<file path="config.mk">
export PLATFORM = sky130hd
export DESIGN_NAME = lane_shuffle
export DESIGN_NICKNAME = d
export VERILOG_FILES = /design/src/rtl/lane_shuffle_pkg.sv /design/src/rtl/shuf_stage.sv /design/src/rtl/shuf_net.sv /design/src/rtl/shuf_pipe.sv /design/src/rtl/lane_shuffle.sv
export SDC_FILE = /design/constraint.sdc
export NUM_CORES = 2
export LEC_CHECK = 0
export BUFFER_PORTS_ARGS = -buffer_cell sky130_fd_sc_hd__clkbuf_2
export CAP_MARGIN = 20
export CORE_AREA = 2 2 398 400
export CTS_CLUSTER_DIAMETER = 80
export DETAILED_ROUTE_END_ITERATION = 6
export DIE_AREA = 0 0 400 402
export HOLD_SLACK_MARGIN = 0.15
export SLEW_MARGIN = 25
export SYNTH_ARGS = -nofsm -noshare
export SYNTH_HDL_FRONTEND = slang
export SYNTH_SLANG_ARGS = --single-unit
</file>
<file path="constraint.sdc">
create_clock -name clk_i -period 4.1 [get_ports clk_i]
set_clock_uncertainty 0.05 [all_clocks]
set_input_delay 0.205 -clock clk_i [delete_from_list [all_inputs] [get_ports clk_i]]
set_output_delay 0.205 -clock clk_i [all_outputs]
set_load 0.01 [all_outputs]
</file>
<file path="src/rtl/lane_shuffle_pkg.sv">
package lane_shuffle_pkg;
  typedef enum logic {
    DIR_SCATTER = 1'b0,
    DIR_GATHER  = 1'b1
  } shuf_dir_e;
endpackage

</file>
<file path="src/rtl/shuf_stage.sv">
module shuf_stage #(
  parameter int LANES  = 8,
  parameter int LANE_W = 64,
  parameter int DIST   = 1
) (
  input  logic                    en_i,
  input  logic [LANES*LANE_W-1:0] line_i,
  output logic [LANES*LANE_W-1:0] line_o
);
  for (genvar i = 0; i < LANES; i++) begin : g_lane
    localparam int SRC = i ^ DIST;
    assign line_o[i*LANE_W +: LANE_W] = en_i ? line_i[SRC*LANE_W +: LANE_W]
                                             : line_i[i*LANE_W +: LANE_W];
  end
endmodule

</file>
<file path="src/rtl/shuf_net.sv">
module shuf_net
  import lane_shuffle_pkg::*;
#(
  parameter int LANES  = 8,
  parameter int LANE_W = 64,
  parameter int STAGES = $clog2(LANES)
) (
  input  logic [STAGES-1:0]       sel_i,
  input  shuf_dir_e               dir_i,
  input  logic [LANES*LANE_W-1:0] line_i,
  output logic [LANES*LANE_W-1:0] line_o
);
  localparam int LINE_W = LANES * LANE_W;

  logic [LINE_W-1:0] fwd [STAGES+1];
  logic [LINE_W-1:0] rev [STAGES+1];

  assign fwd[0] = line_i;
  assign rev[0] = line_i;

  // scatter chain: smallest block first; gather chain: largest block first
  for (genvar s = 0; s < STAGES; s++) begin : g_stage
    localparam int RS = STAGES - 1 - s;
    shuf_stage #(.LANES(LANES), .LANE_W(LANE_W), .DIST(1 << s)) u_fwd (
      .en_i  (sel_i[s]),
      .line_i(fwd[s]),
      .line_o(fwd[s+1])
    );
    shuf_stage #(.LANES(LANES), .LANE_W(LANE_W), .DIST(1 << RS)) u_rev (
      .en_i  (sel_i[RS]),
      .line_i(rev[s]),
      .line_o(rev[s+1])
    );
  end

  assign line_o = (dir_i == DIR_GATHER) ? rev[STAGES] : fwd[STAGES];
endmodule

</file>
<file path="src/rtl/shuf_pipe.sv">
module shuf_pipe #(
  parameter int W = 512
) (
  input  logic         clk_i,
  input  logic         rst_ni,
  input  logic         in_valid_i,
  output logic         in_ready_o,
  input  logic [W-1:0] in_data_i,
  output logic         out_valid_o,
  input  logic         out_ready_i,
  output logic [W-1:0] out_data_o
);
  logic         vld_q;
  logic [W-1:0] dat_q;
  logic         take;

  assign in_ready_o = !vld_q || out_ready_i;
  assign take       = in_valid_i && in_ready_o;

  always_ff @(posedge clk_i or negedge rst_ni) begin
    if (!rst_ni) begin
      vld_q <= 1'b0;
      dat_q <= '0;
    end else begin
      if (in_ready_o) vld_q <= in_valid_i;
      if (take)       dat_q <= in_data_i;
    end
  end

  assign out_valid_o = vld_q;
  assign out_data_o  = dat_q;

  AST_ACCEPT_VALID: assert property (@(posedge clk_i) disable iff (!rst_ni)
    in_valid_i && in_ready_o |=> out_valid_o);
  AST_STALL_HOLD: assert property (@(posedge clk_i) disable iff (!rst_ni)
    out_valid_o && !out_ready_i |=> out_valid_o && $stable(out_data_o));
  AST_DRAIN_EMPTY: assert property (@(posedge clk_i) disable iff (!rst_ni)
    out_valid_o && out_ready_i && !in_valid_i |=> !out_valid_o);
endmodule

</file>
<file path="src/rtl/lane_shuffle.sv">
module lane_shuffle
  import lane_shuffle_pkg::*;
#(
  parameter int LANES  = 8,
  parameter int LANE_W = 64,
  parameter int COL_W  = 7,
  localparam int LINE_W = LANES * LANE_W,
  localparam int STAGES = $clog2(LANES)
) (
  input  logic              clk_i,
  input  logic              rst_ni,
  input  logic              in_valid_i,
  output logic              in_ready_o,
  input  logic [LINE_W-1:0] in_line_i,
  input  logic [COL_W-1:0]  in_col_i,
  input  logic              in_dir_i,
  output logic              out_valid_o,
  input  logic              out_ready_i,
  output logic [LINE_W-1:0] out_line_o
);
  logic [LINE_W-1:0] perm_line;
  logic [STAGES-1:0] sel;
  shuf_dir_e         dir;

  assign sel = in_col_i[STAGES-1:0];
  assign dir = shuf_dir_e'(in_dir_i);

  if (COL_W > STAGES) begin : g_hi_col
    logic unused_col_hi;
    assign unused_col_hi = ^in_col_i[COL_W-1:STAGES];
  end

  shuf_net #(.LANES(LANES), .LANE_W(LANE_W), .STAGES(STAGES)) u_net (
    .sel_i (sel),
    .dir_i (dir),
    .line_i(in_line_i),
    .line_o(perm_line)
  );

  shuf_pipe #(.W(LINE_W)) u_pipe (
    .clk_i      (clk_i),
    .rst_ni     (rst_ni),
    .in_valid_i (in_valid_i),
    .in_ready_o (in_ready_o),
    .in_data_i  (perm_line),
    .out_valid_o(out_valid_o),
    .out_ready_i(out_ready_i),
    .out_data_o (out_line_o)
  );

  AST_ZERO_COL_IDENTITY: assert property (@(posedge clk_i) disable iff (!rst_ni)
    in_valid_i && in_ready_o && (sel == '0) |=> out_line_o == $past(in_line_i));
endmodule

</file>
==> run summary, run 1 <==
Status: aborted with a tool error
Last stage: 4_1_cts
First Err: [ERROR RSZ-0060] Max buffer count reached.
DP Wirelength: 125000 um
Chip width: 400 um
Site row count: 146
Clk sink count: 513
Yosys top cell by area: dfrtp_1
Post-CTS sizing: 0
Clk buf depth: 3
Yosys reg bits: 513
Final GP Congestion: 0.975
Largest family of logic cells by synthesized area: compound AO/OA/AOI/OAI gates
Post-CTS setup buffers: 0
# hold bufs at CTS: 1334
Initial Util: 23.0%
Fraction of the mapped netlist area in adder cells: 0%
Post-Synth Simple-Gate Area: 0.163%
Compound-Gate Fraction of Synth Area: 35.8%
I/O pins: 1038
Number of synthesis warnings: 0
Cells after Synth: 3775
Syn Area/Cell: 9.57 um^2
Root buffer cell: clkbuf_16
Synth unique cells: 21
Placed cells: 6532
Syn nets: 4299
Sequential-to-total area share from yosys stat: 35.5%
Dpl ws: 1.56 ns
Xor and xnor fraction of the mapped netlist area: 0%
Multiplexer share of the synthesized area: 22.2%
CTS Buf Count: 71
H-Tree Depth: 3
IO Port Bufs: 1032
Synthesized cell area: 36100 um^2
Die H: 402 um
Top cells by area, synth: dfrtp_1, o22ai_1, mux2_2
Share of the synthesized area in the top cell type: 35.5%
## Yosys cell counts (all sizes together)
library cell / instances
o31ai: 512
nor2: 1
dfrtp: 513
o22ai: 971
a22o: 53
buf: 305
mux2i: 106
nor2b: 2
or2: 1
nand2b: 4
inv: 2
clkbuf: 172
o21ai: 512
mux2: 618
nand2: 3
## kinds of logic after synthesis
| logic type | count (synthesis) |
|---|---|
| buffers and inverters | 479 |
| AND/OR/NAND/NOR | 11 |
| multiplexers | 724 |
| flip-flops | 513 |
| AO/OA/AOI/OAI | 2048 |
## through the flow
stage / instance area (um^2) / hold slack [ns]
2_1_floorplan: 36100 / -0.141
3_3_place_gp: 43100 / 0.286
3_5_place_dp: 43100 / 0.287
==> run 2, diff against run 1 <==
--- a/config.mk
+++ b/config.mk
@@ -7,11 +7,10 @@
 export LEC_CHECK = 0
 export BUFFER_PORTS_ARGS = -buffer_cell sky130_fd_sc_hd__clkbuf_2
 export CAP_MARGIN = 20
-export CORE_AREA = 2 2 398 400
-export CTS_CLUSTER_DIAMETER = 80
+export CORE_AREA = 2 2 399 401
 export DETAILED_ROUTE_END_ITERATION = 6
-export DIE_AREA = 0 0 400 402
-export HOLD_SLACK_MARGIN = 0.15
+export DIE_AREA = 0 0 401 403
+export PLACE_DENSITY_LB_ADDON = 0.15
 export SLEW_MARGIN = 25
 export SYNTH_ARGS = -nofsm -noshare
 export SYNTH_HDL_FRONTEND = slang
==> run summary, run 2 <==
Synth Flop Type: dfrtp_1
Crit path top cell by count: dlygate4sd3_1
GR Overflow Total: 0
Power share of the clock group: 34.4%
Hold Fails Final Rpt: 0
Via count: 39200
Max-slew violations: 0
Worst Path Max Fanout: 108
Gate power share: 31.6%
CTS tree: built
Number of routed nets with antenna violations: 0
Most frequent standard cell in the layout excluding fill and tap cells: clkbuf_2
RSZ-0062 raised after global routing: false
Total Nets Final: 5257
Met1 Wirelength: 79800 um
Slowest cell on crit path: dlygate4sd3_1
Slew headroom: 31.1%
Initial antenna violation count: 49
DRT Pass-1 Iters: 5
Critical path class: in -> reg
Final instance area: 47800 um^2
First-pass GRT wire length: 276000 um
Crit path buf inv count: 5
Vias in the first global route: 38500
Pin count of the biggest net entering global routing: 139
Syn nets: 4299
Site row count: 146
Post-CTS sizing: 0
Synthesized cell area: 36100 um^2
Post-route insts no fill: 6889
Placed cells: 6512
Syn Area/Cell: 9.57 um^2
IO Port Bufs: 1032
Post-synth top cells: o22ai_1, dfrtp_1, o31ai_1, mux2_2, o21ai_0
Chip width: 401 um
VDD IR max: 0.000256 V
Final period util: 70.0%
Top cells by area, synth: dfrtp_1, o22ai_1, mux2_2
Post-CTS setup buffers: 0
Met3 WL: 13400 um
Maximum Capacitance Violations: 0
Drt initial violations: 3168
Share of post-route cells with drive strength above 1: 35.6%
Power per cell area: 403 nW/um^2
Fmax: 0.348 GHz
Worst-path clk slew: 0.06 ns
Cells after Synth: 3775
Root buffer cell: clkbuf_16
# hold bufs at CTS: 218
Max reg flops: 512
Wirelength per Cell: 27.6 um
Post-route DRC: 0
Routed wire length: 190000 um
Area Growth Syn to Fin: 32.2%
WL met2: 89800 um
Sequential-to-total area share from yosys stat: 35.5%
Status: complete, no violations
Sequential fraction of design power: 34.0%
Setup Viol. Count Final: 0
Hold Crit Class: in -> reg
CP delay by family, top: buffers and inverters
Gr usage total: 22.4%
Internal: 12300 uW
Fillers: 16800
Most common cell in the netlist: o22ai_1
Tmin final: 2.87 ns
CTS Buf Count: 73
CP required: 4.65 ns
Die H: 403 um
Clk buf depth: 3
Commonest non-fill, non-tap cells in the layout: clkbuf_2, o22ai_1, dfrtp_1
Clock insertion delay at the later pin of the skew report: 0.66 ns
Share of the synthesized area in the top cell type: 35.5%
Switching power: 6990 uW
DP Wirelength: 134000 um
EDFF count, synth: 0
H-Tree Depth: 3
Number of synthesis warnings: 0
Area after DPL: 43100 um^2
Clk sink count: 513
Yosys top cell by area: dfrtp_1
Max Used Layer: met5
Switch share: 36.3%
CP max stage delay: 0.60 ns
Type of origin of the critical path: primary input
I/O pins: 1038
Full die area: 162000 um^2
Worst setup EP type: register
Via/cell ratio: 5.69
WP data arrival: 3.42 ns
Ys async rst share: 100%
Synth unique cells: 21
Worst-margin pin slew: 1.03 ns
Sum of negative setup slack: 0 ns
Final GP Congestion: 0.910
Static Leakage: 0.0197 uW
Yosys reg bits: 513
Core area: 157000 um^2
Initial Util: 23.0%
Critical-path cell list: buf_8 -> buf_12 -> mux2i_1 -> dlygate4sd3_1 -> a22o_1 -> dlygate4sd3_1 -> o31ai_1 -> dlygate4sd3_1
-- run 2: layout make-up --
type / instances / area, um^2 / area share (%)
Antenna cell: 30 / 75.1 / 0.157
Clock buffer: 103 / 2110 / 4.42
Clock inverter: 26 / 309 / 0.647
Inverter: 2 / 15.0 / 0.0314
Multi-Input combinational cell: 2783 / 21100 / 44.2
Sequential cell: 513 / 12800 / 26.9
Tap cell: 2072 / 2590 / 5.43
Timing Repair Buffer: 1360 / 8740 / 18.3
-- run 2: stage by stage --
step	setup WS (ns)	power (uW)	hold WS (ns)	utilization, %
after global placement	1.71	12400	0.281	27.4
final	1.23	19200	0.0634	30.3
after global routing	1.18	20100	0.0215	30.3
after detailed placement	1.66	12400	0.275	27.4
after floorplan	2.47	9560	-0.141	-
after CTS	1.28	19400	0.0000303	30.3
-- run 2: power groups by stage --
stage	clock network, uW	logic (uW)	registers, uW
after detailed placement	0	5810	6610
after global placement	0	5830	6600
after global routing	6990	6520	6620
after floorplan	0	2730	6830
after CTS	6830	6080	6530
final	6620	6090	6530
-- run 2: final timing paths --
path,from,slack (ns),endpoint,cells after the start
max in group asynchronous,rst_ni,2.78,u_pipe.out_data_o[497]$_DFFE_PN0P_,3
setup reg to reg,u_pipe.out_valid_o$_DFFE_PN0P_,1.31,u_pipe.out_data_o[141]$_DFFE_PN0P_,5
setup / recovery,in_col_i[2],1.23,u_pipe.out_data_o[106]$_DFFE_PN0P_,8
hold reg to reg,u_pipe.out_data_o[146]$_DFFE_PN0P_,0.44,u_pipe.out_data_o[146]$_DFFE_PN0P_,2
hold / removal,in_line_i[401],0.06,u_pipe.out_data_o[337]$_DFFE_PN0P_,4
min in group asynchronous,rst_ni,0.17,u_pipe.out_valid_o$_DFFE_PN0P_,2
-- run 2: logic make-up (layout without fill, tap and decap cells) --
| group | count (synthesis) | after routing | share of synthesized area (%) |
|---|---|---|---|
| mux | 724 | 724 | 22.2 |
| compound gates | 2048 | 2048 | 35.8 |
| other cells | 0 | 30 | 0 |
| flops | 513 | 513 | 35.5 |
| simple gates | 11 | 11 | 0.163 |
| buf+inv | 479 | 1491 | 6.31 |
-- run 2: routing by layer --
layer / track usage, % / vias to the layer above
met4: 9.30 / 34
met1: 28.3 / 19900
li1: - / 17400
met3: 5.72 / 308
met5: 0 / -
met2: 36.2 / 1570
-- run 2: worst register-to-register path: cells and delay by family (launching register included) --
family                 cells  cell delay, ns
AOI/OAI and AO/OA          1            0.21
buffers and inverters      2            0.95
DFF                        1            0.35
and+or+nand+nor            2            1.11
Note: power is estimated with default switching activity, not from simulation.
